`src/rtl/alsu_pkg.sv`:
```
package alsu_pkg;

  typedef enum logic [1:0] {
    UNIT_ARITH = 2'b00,
    UNIT_LOGIC = 2'b01,
    UNIT_SHIFT = 2'b10,
    UNIT_OFF   = 2'b11
  } unit_sel_e;

  typedef enum logic [1:0] {
    SHK_NONE    = 2'b00,
    SHK_LOGICAL = 2'b01,
    SHK_ARITH   = 2'b10,
    SHK_ROTATE  = 2'b11
  } shift_kind_e;

  localparam logic [3:0] FUNC_PASS_A = 4'b0011;

endpackage

```
`src/rtl/alsu_addsub.sv`:
```
module alsu_addsub #(
  parameter int W = 32
) (
  input  logic         en_i,
  input  logic [W-1:0] a_i,
  input  logic [W-1:0] b_i,
  input  logic         sub_i,
  input  logic         cin_i,
  output logic [W-1:0] sum_o,
  output logic         cout_o,
  output logic         ovf_o
);

  logic [W-1:0] b_op;
  logic         cin_eff;
  logic [W:0]   total;
  logic         ovf_raw;

  always_comb begin
    b_op    = sub_i ? ~b_i : b_i;
    cin_eff = sub_i ? 1'b1 : cin_i;
    total   = {1'b0, a_i} + {1'b0, b_op} + {{W{1'b0}}, cin_eff};
    ovf_raw = (a_i[W-1] == b_op[W-1]) && (total[W-1] != a_i[W-1]);
  end

  always_comb begin
    sum_o  = en_i ? total[W-1:0] : '0;
    cout_o = en_i & total[W];
    ovf_o  = en_i & ovf_raw;
  end

  always_comb begin
    if (en_i && sub_i && (a_i == b_i)) begin
      AST_SUB_SELF_ZERO: assert ((sum_o == '0) && cout_o && !ovf_o);
    end
    if (en_i && !sub_i && (a_i[W-1] != b_i[W-1])) begin
      AST_NO_OVERFLOW: assert (!ovf_o);
    end
    if (!en_i) begin
      AST_IDLE_FLAGS: assert (!cout_o && !ovf_o && (sum_o == '0));
    end
  end

endmodule

```
`src/rtl/alsu_logic.sv`:
```
module alsu_logic #(
  parameter int W = 32
) (
  input  logic         en_i,
  input  logic [W-1:0] a_i,
  input  logic [W-1:0] b_i,
  input  logic [3:0]   func_i,
  output logic [W-1:0] f_o
);
  import alsu_pkg::*;

  logic [W-1:0] bitfn;

  for (genvar n = 0; n < W; n++) begin : g_slice
    logic [1:0] idx;
    assign idx      = {~a_i[n], ~b_i[n]};
    assign bitfn[n] = func_i[idx];
  end

  assign f_o = en_i ? bitfn : '0;

  always_comb begin
    if (en_i && (func_i == FUNC_PASS_A)) begin
      AST_PASS_A: assert (f_o == a_i);
    end
    if (en_i && (func_i == 4'b0000)) begin
      AST_ALL_ZERO_TABLE: assert (f_o == '0);
    end
  end

endmodule

```
`src/rtl/alsu_shift.sv`:
```
module alsu_shift #(
  parameter int W   = 32,
  parameter int SHW = $clog2(W)
) (
  input  logic           en_i,
  input  logic [W-1:0]   a_i,
  input  logic [SHW-1:0] amt_i,
  input  logic [1:0]     kind_i,
  input  logic           right_i,
  output logic [W-1:0]   r_o
);
  import alsu_pkg::*;

  logic [W-1:0] src;
  logic [W-1:0] stg [SHW+1];
  logic [W-1:0] moved;
  logic [W-1:0] shaped;
  logic         rot;
  logic         sign_fill;

  function automatic logic [W-1:0] flip(input logic [W-1:0] v);
    logic [W-1:0] t;
    for (int i = 0; i < W; i++) t[i] = v[W-1-i];
    return t;
  endfunction

  always_comb begin
    rot       = (kind_i == SHK_ROTATE);
    sign_fill = (kind_i == SHK_ARITH) && right_i && a_i[W-1];
    src       = right_i ? a_i : flip(a_i);
  end

  assign stg[0] = src;

  for (genvar k = 0; k < SHW; k++) begin : g_stage
    localparam int D = 1 << k;
    for (genvar i = 0; i < W; i++) begin : g_bit
      if (i + D < W) begin : g_in
        assign stg[k+1][i] = amt_i[k] ? stg[k][i+D] : stg[k][i];
      end else begin : g_edge
        assign stg[k+1][i] = !amt_i[k] ? stg[k][i] :
                             (rot ? stg[k][i+D-W] : sign_fill);
      end
    end
  end

  always_comb begin
    moved  = right_i ? stg[SHW] : flip(stg[SHW]);
    shaped = (kind_i == SHK_NONE) ? a_i : moved;
    r_o    = en_i ? shaped : '0;
  end

  always_comb begin
    if (en_i && (kind_i == SHK_NONE)) begin
      AST_SHIFT_NONE: assert (r_o == a_i);
    end
    if (en_i && (kind_i == SHK_ROTATE)) begin
      AST_ROT_KEEPS_ONES: assert ($countones(r_o) == $countones(a_i));
    end
    if (en_i && (amt_i == '0)) begin
      AST_ZERO_AMOUNT: assert (r_o == a_i);
    end
  end

endmodule

```
`src/rtl/alsu_core.sv`:
```
module alsu_core #(
  parameter int W = 32
) (
  input  logic [W-1:0] opa_i,
  input  logic [W-1:0] opb_i,
  input  logic         sub_i,
  input  logic         carry_i,
  input  logic [3:0]   func_i,
  input  logic [1:0]   shkind_i,
  input  logic         shright_i,
  input  logic [1:0]   unit_i,
  output logic [W-1:0] res_o,
  output logic         carry_o,
  output logic         ovf_o,
  output logic         zero_o
);
  import alsu_pkg::*;

  localparam int SHW = $clog2(W);

  logic         en_arith;
  logic         en_logic;
  logic         en_shift;
  logic [W-1:0] arith_r;
  logic [W-1:0] logic_r;
  logic [W-1:0] shift_r;
  logic         arith_c;
  logic         arith_v;

  always_comb begin
    en_arith = (unit_i == UNIT_ARITH);
    en_logic = (unit_i == UNIT_LOGIC);
    en_shift = (unit_i == UNIT_SHIFT);
  end

  alsu_addsub #(.W(W)) u_addsub (
    .en_i   (en_arith),
    .a_i    (opa_i),
    .b_i    (opb_i),
    .sub_i  (sub_i),
    .cin_i  (carry_i),
    .sum_o  (arith_r),
    .cout_o (arith_c),
    .ovf_o  (arith_v)
  );

  alsu_logic #(.W(W)) u_logic (
    .en_i   (en_logic),
    .a_i    (opa_i),
    .b_i    (opb_i),
    .func_i (func_i),
    .f_o    (logic_r)
  );

  alsu_shift #(.W(W), .SHW(SHW)) u_shift (
    .en_i    (en_shift),
    .a_i     (opa_i),
    .amt_i   (opb_i[SHW-1:0]),
    .kind_i  (shkind_i),
    .right_i (shright_i),
    .r_o     (shift_r)
  );

  always_comb begin
    res_o   = arith_r | logic_r | shift_r;
    carry_o = arith_c;
    ovf_o   = arith_v;
    zero_o  = ~|res_o;
  end

  always_comb begin
    AST_ONE_SOURCE: assert ($countones({|arith_r, |logic_r, |shift_r}) <= 1);
    if (unit_i == UNIT_OFF) begin
      AST_OFF_QUIET: assert ((res_o == '0) && zero_o && !carry_o && !ovf_o);
    end
    if (unit_i != UNIT_ARITH) begin
      AST_FLAGS_GATED: assert (!carry_o && !ovf_o);
    end
  end

endmodule

```
`config.mk`:
```
export PLATFORM = sky130hd
export DESIGN_NAME = alsu_core
export DESIGN_NICKNAME = d
export VERILOG_FILES = /design/src/rtl/alsu_pkg.sv /design/src/rtl/alsu_addsub.sv /design/src/rtl/alsu_logic.sv /design/src/rtl/alsu_shift.sv /design/src/rtl/alsu_core.sv
export SDC_FILE = /design/constraint.sdc
export NUM_CORES = 1
export LEC_CHECK = 0
export BUFFER_PORTS_ARGS = -buffer_cell sky130_fd_sc_hd__buf_2
export CAP_MARGIN = 10
export CORE_MARGIN = 8
export CORE_UTILIZATION = 30
export DETAILED_ROUTE_END_ITERATION = 10
export PLACE_DENSITY = 0.58
export SETUP_SLACK_MARGIN = 0.1
export SLEW_MARGIN = 20
export SYNTH_ARGS = -nofsm -noshare
export SYNTH_HDL_FRONTEND = slang
export SYNTH_HIERARCHICAL = 1
export SYNTH_SLANG_ARGS = --single-unit
```
`constraint.sdc`:
```
create_clock -name vclk -period 10.1
set_input_delay 0 -clock vclk [all_inputs]
set_output_delay 0 -clock vclk [all_outputs]
set_load 0.05 [all_outputs]
```
==> reports/qor.yml <==
hold_path:
  hold_path.class: "in -> out"
  worstHoldPathCells: 5
worst_setup_path:
  endpoint_kind: "primary output"
  worst-path-stages: 14
  critPathTopFamily: "buffers and inverters"
  cp_max_fo: 58
  cp_cell_sequence: "buf_4 -> buf_4 -> mux2_2 -> a22oi_1 -> o21ai_1 -> mux4_2 -> a21oi_1 -> a21oi_1 -> a221o_1 -> or3_1 -> nor4_1 -> nand2_1 -> and4bb_1 -> buf_2"
  critPathSlowestCell: "buf_4"
  path_class: "in -> out"
  cp.required_ps: 10100
  cp_num_buf_inv: 3
  crit_path_start_kind: "input pin"
  max_stage_delay_ps: 770
  worstPathArrival_ps: 4530
global_routing:
  gr-total-overflow: 0
  grt_max_degree: 59
  use_met3_pct: 2.95
  grt_pass1_wl_mm: 56.6
  track_usage_pct: 21.7
  antenna_found_initial: 0
  grt_pass1_vias: 8784
  grtUsageMet1_pct: 27.7
  busiest_layer: "met2"
  met2_usage_pct: 36.4
power:
  power.total_uw: 719
  power.internal_uw: 255
  ir_drop_uv: 51.7
  switching_power_uw: 464
  pwr-share-seq_pct: 0
  power.density_nw_per_um2: 80.5
  power.leakage_uw: 0.00345
  switching_share_pct: 64.6
  comb_power_share_pct: 100.0
  p_clk_share_pct: 0
finish:
  seq_cells: 0
  ff_latch_area_um2: 0
  fin_area_um2: 8930
  multi_input_area_um2: 7770
  final_core_util_pct: 32.3
  layout-drive-gt1-share_pct: 27.2
  fillers: 3000
  area_growth_pct: 6.60
  finalNetCount: 1137
  nClkBuffers: 0
  antenna_cells: 0
synthesis:
  synthTopCellsByArea: "mux4_2 (21%), mux2i_1 (5.3%), ha_1 (4.6%)"
  synth_nets: 1106
  syn_area_um2: 8380
  netlist_instances: 998
  yosysWarnings: 6
  synth.avg_cell_area_um2: 8.40
  ys_types: 99
  seq_area_frac_synth_pct: 0
  ys_top_cells_by_count: "mux4_2 (80), nand2_1 (78), a21oi_1 (61)"
  synth_top_area_share_pct: 21.5
  synth.largest_area_cell: "mux4_2"
  synth_most_common_cell: "mux4_2"
routing:
  dr.pass1.iters: 8
  avgViaCountPerCell: 6.63
  drtIter0Drc: 1333
  num_vias: 9314
  wl_per_cell_um: 27.4
  drt-total-wl_mm: 38.5
  drc: 0
  antenna_left: 0
sta:
  setup_tns_ps: 0
  fmax_mhz: 221
  min_period_ps: 4530
  period_share_pct: 44.8
  worstMarginPinSlew_ps: 1070
  rsz0062_at_grt: "no"
  slew_viol_final: 0
  hold_viol: 0
  timing.hold.ws_ps: 696
  setup_viol: 0
  slew_headroom_pct: 27.9
place:
  gp_congestion: 0.992
  hpwlAfterDp_mm: 28.6
  dpl-instance-area_um2: 8930
  portBuffers: 110
clocking:
  post_cts_buffers: 0
  cts_hold_buf: 0
  post_cts_resized: 0
floorplanning:
  start_util_pct: 30.3
  die_h_um: 183
  ios: 110
  rows: 61
  dieArea_um2: 33500
  core-area_um2: 27600
  die_w_um: 183
flow_run:
  cap_violations: 0
outcome:
  status: "finished, final reports clean"
layout make-up:
type | count | share of cell area (%)
Tap cell | 378 | 5.29
Inverter | 23 | 0.966
Multi-Input combinational cell | 887 | 87.0
Timing Repair Buffer | 117 | 6.78
placed cells by master (no fill, tap or decap), types with 6 or more instances in the layout:
cell type,synthesis,layout
xor2_1,35,35
nand2b_1,7,7
buf_4,4,8
a32oi_1,11,11
and3_1,7,7
a21o_1,12,12
nand3_1,22,22
or3_4,9,9
or3_1,27,27
a22oi_1,7,7
a211oi_1,11,11
mux4_2,80,80
o211ai_1,12,12
nor4_1,7,7
ha_1,31,31
o21ai_1,11,11
inv_1,19,19
buf_2,26,109
a21oi_1,61,61
nor3_1,32,32
a31oi_1,7,7
nand4_1,11,11
o21ai_0,47,47
nand2_1,78,78
nor2b_1,8,6
o21a_1,14,14
o22ai_1,19,19
and2_1,47,47
a221oi_1,8,8
mux2i_1,44,44
mux4_1,13,13
nor2_1,54,53
mux2_2,32,32
cells by family after synthesis:
logic type / Yosys count / synth area share (%)
AOI/OAI and AO/OA: 295 / 24.7
xor gates and xnor gates: 40 / 4.27
muxes: 170 / 35.3
and+or+nand+nor: 349 / 23.2
buffers and inverters: 111 / 7.45
adders and majority gates: 33 / 5.11
routing by layer:
metal	up-vias	share of wire, %
met5	-	0
met4	0	4.5
met3	108	9.3
met2	591	47
met1	4594	39
li1	4021	-
power groups by stage:
stage                     Combinational (uW)  Clock [uW]  Sequential, uW
after global routing                     757           0               0
after floorplan                          514           0               0
after global placement                   699           0               0
final                                    719           0               0
after CTS                                703           0               0
after detailed placement                 700           0               0
per-stage QoR:
stage	cells	setup slack (ps)
finish	1405	5570
floorplan	998	6070
detailed placement	1405	5630
global placement	1405	5600
CTS	1405	5630
global route	1405	5390
final timing paths:
check / startpoint / to / slack [ps]
setup / recovery: opb_i[0] / zero_o / 5570
hold / removal: opa_i[31] / ovf_o / 700
Note: power is estimated with default switching activity, not from simulation.
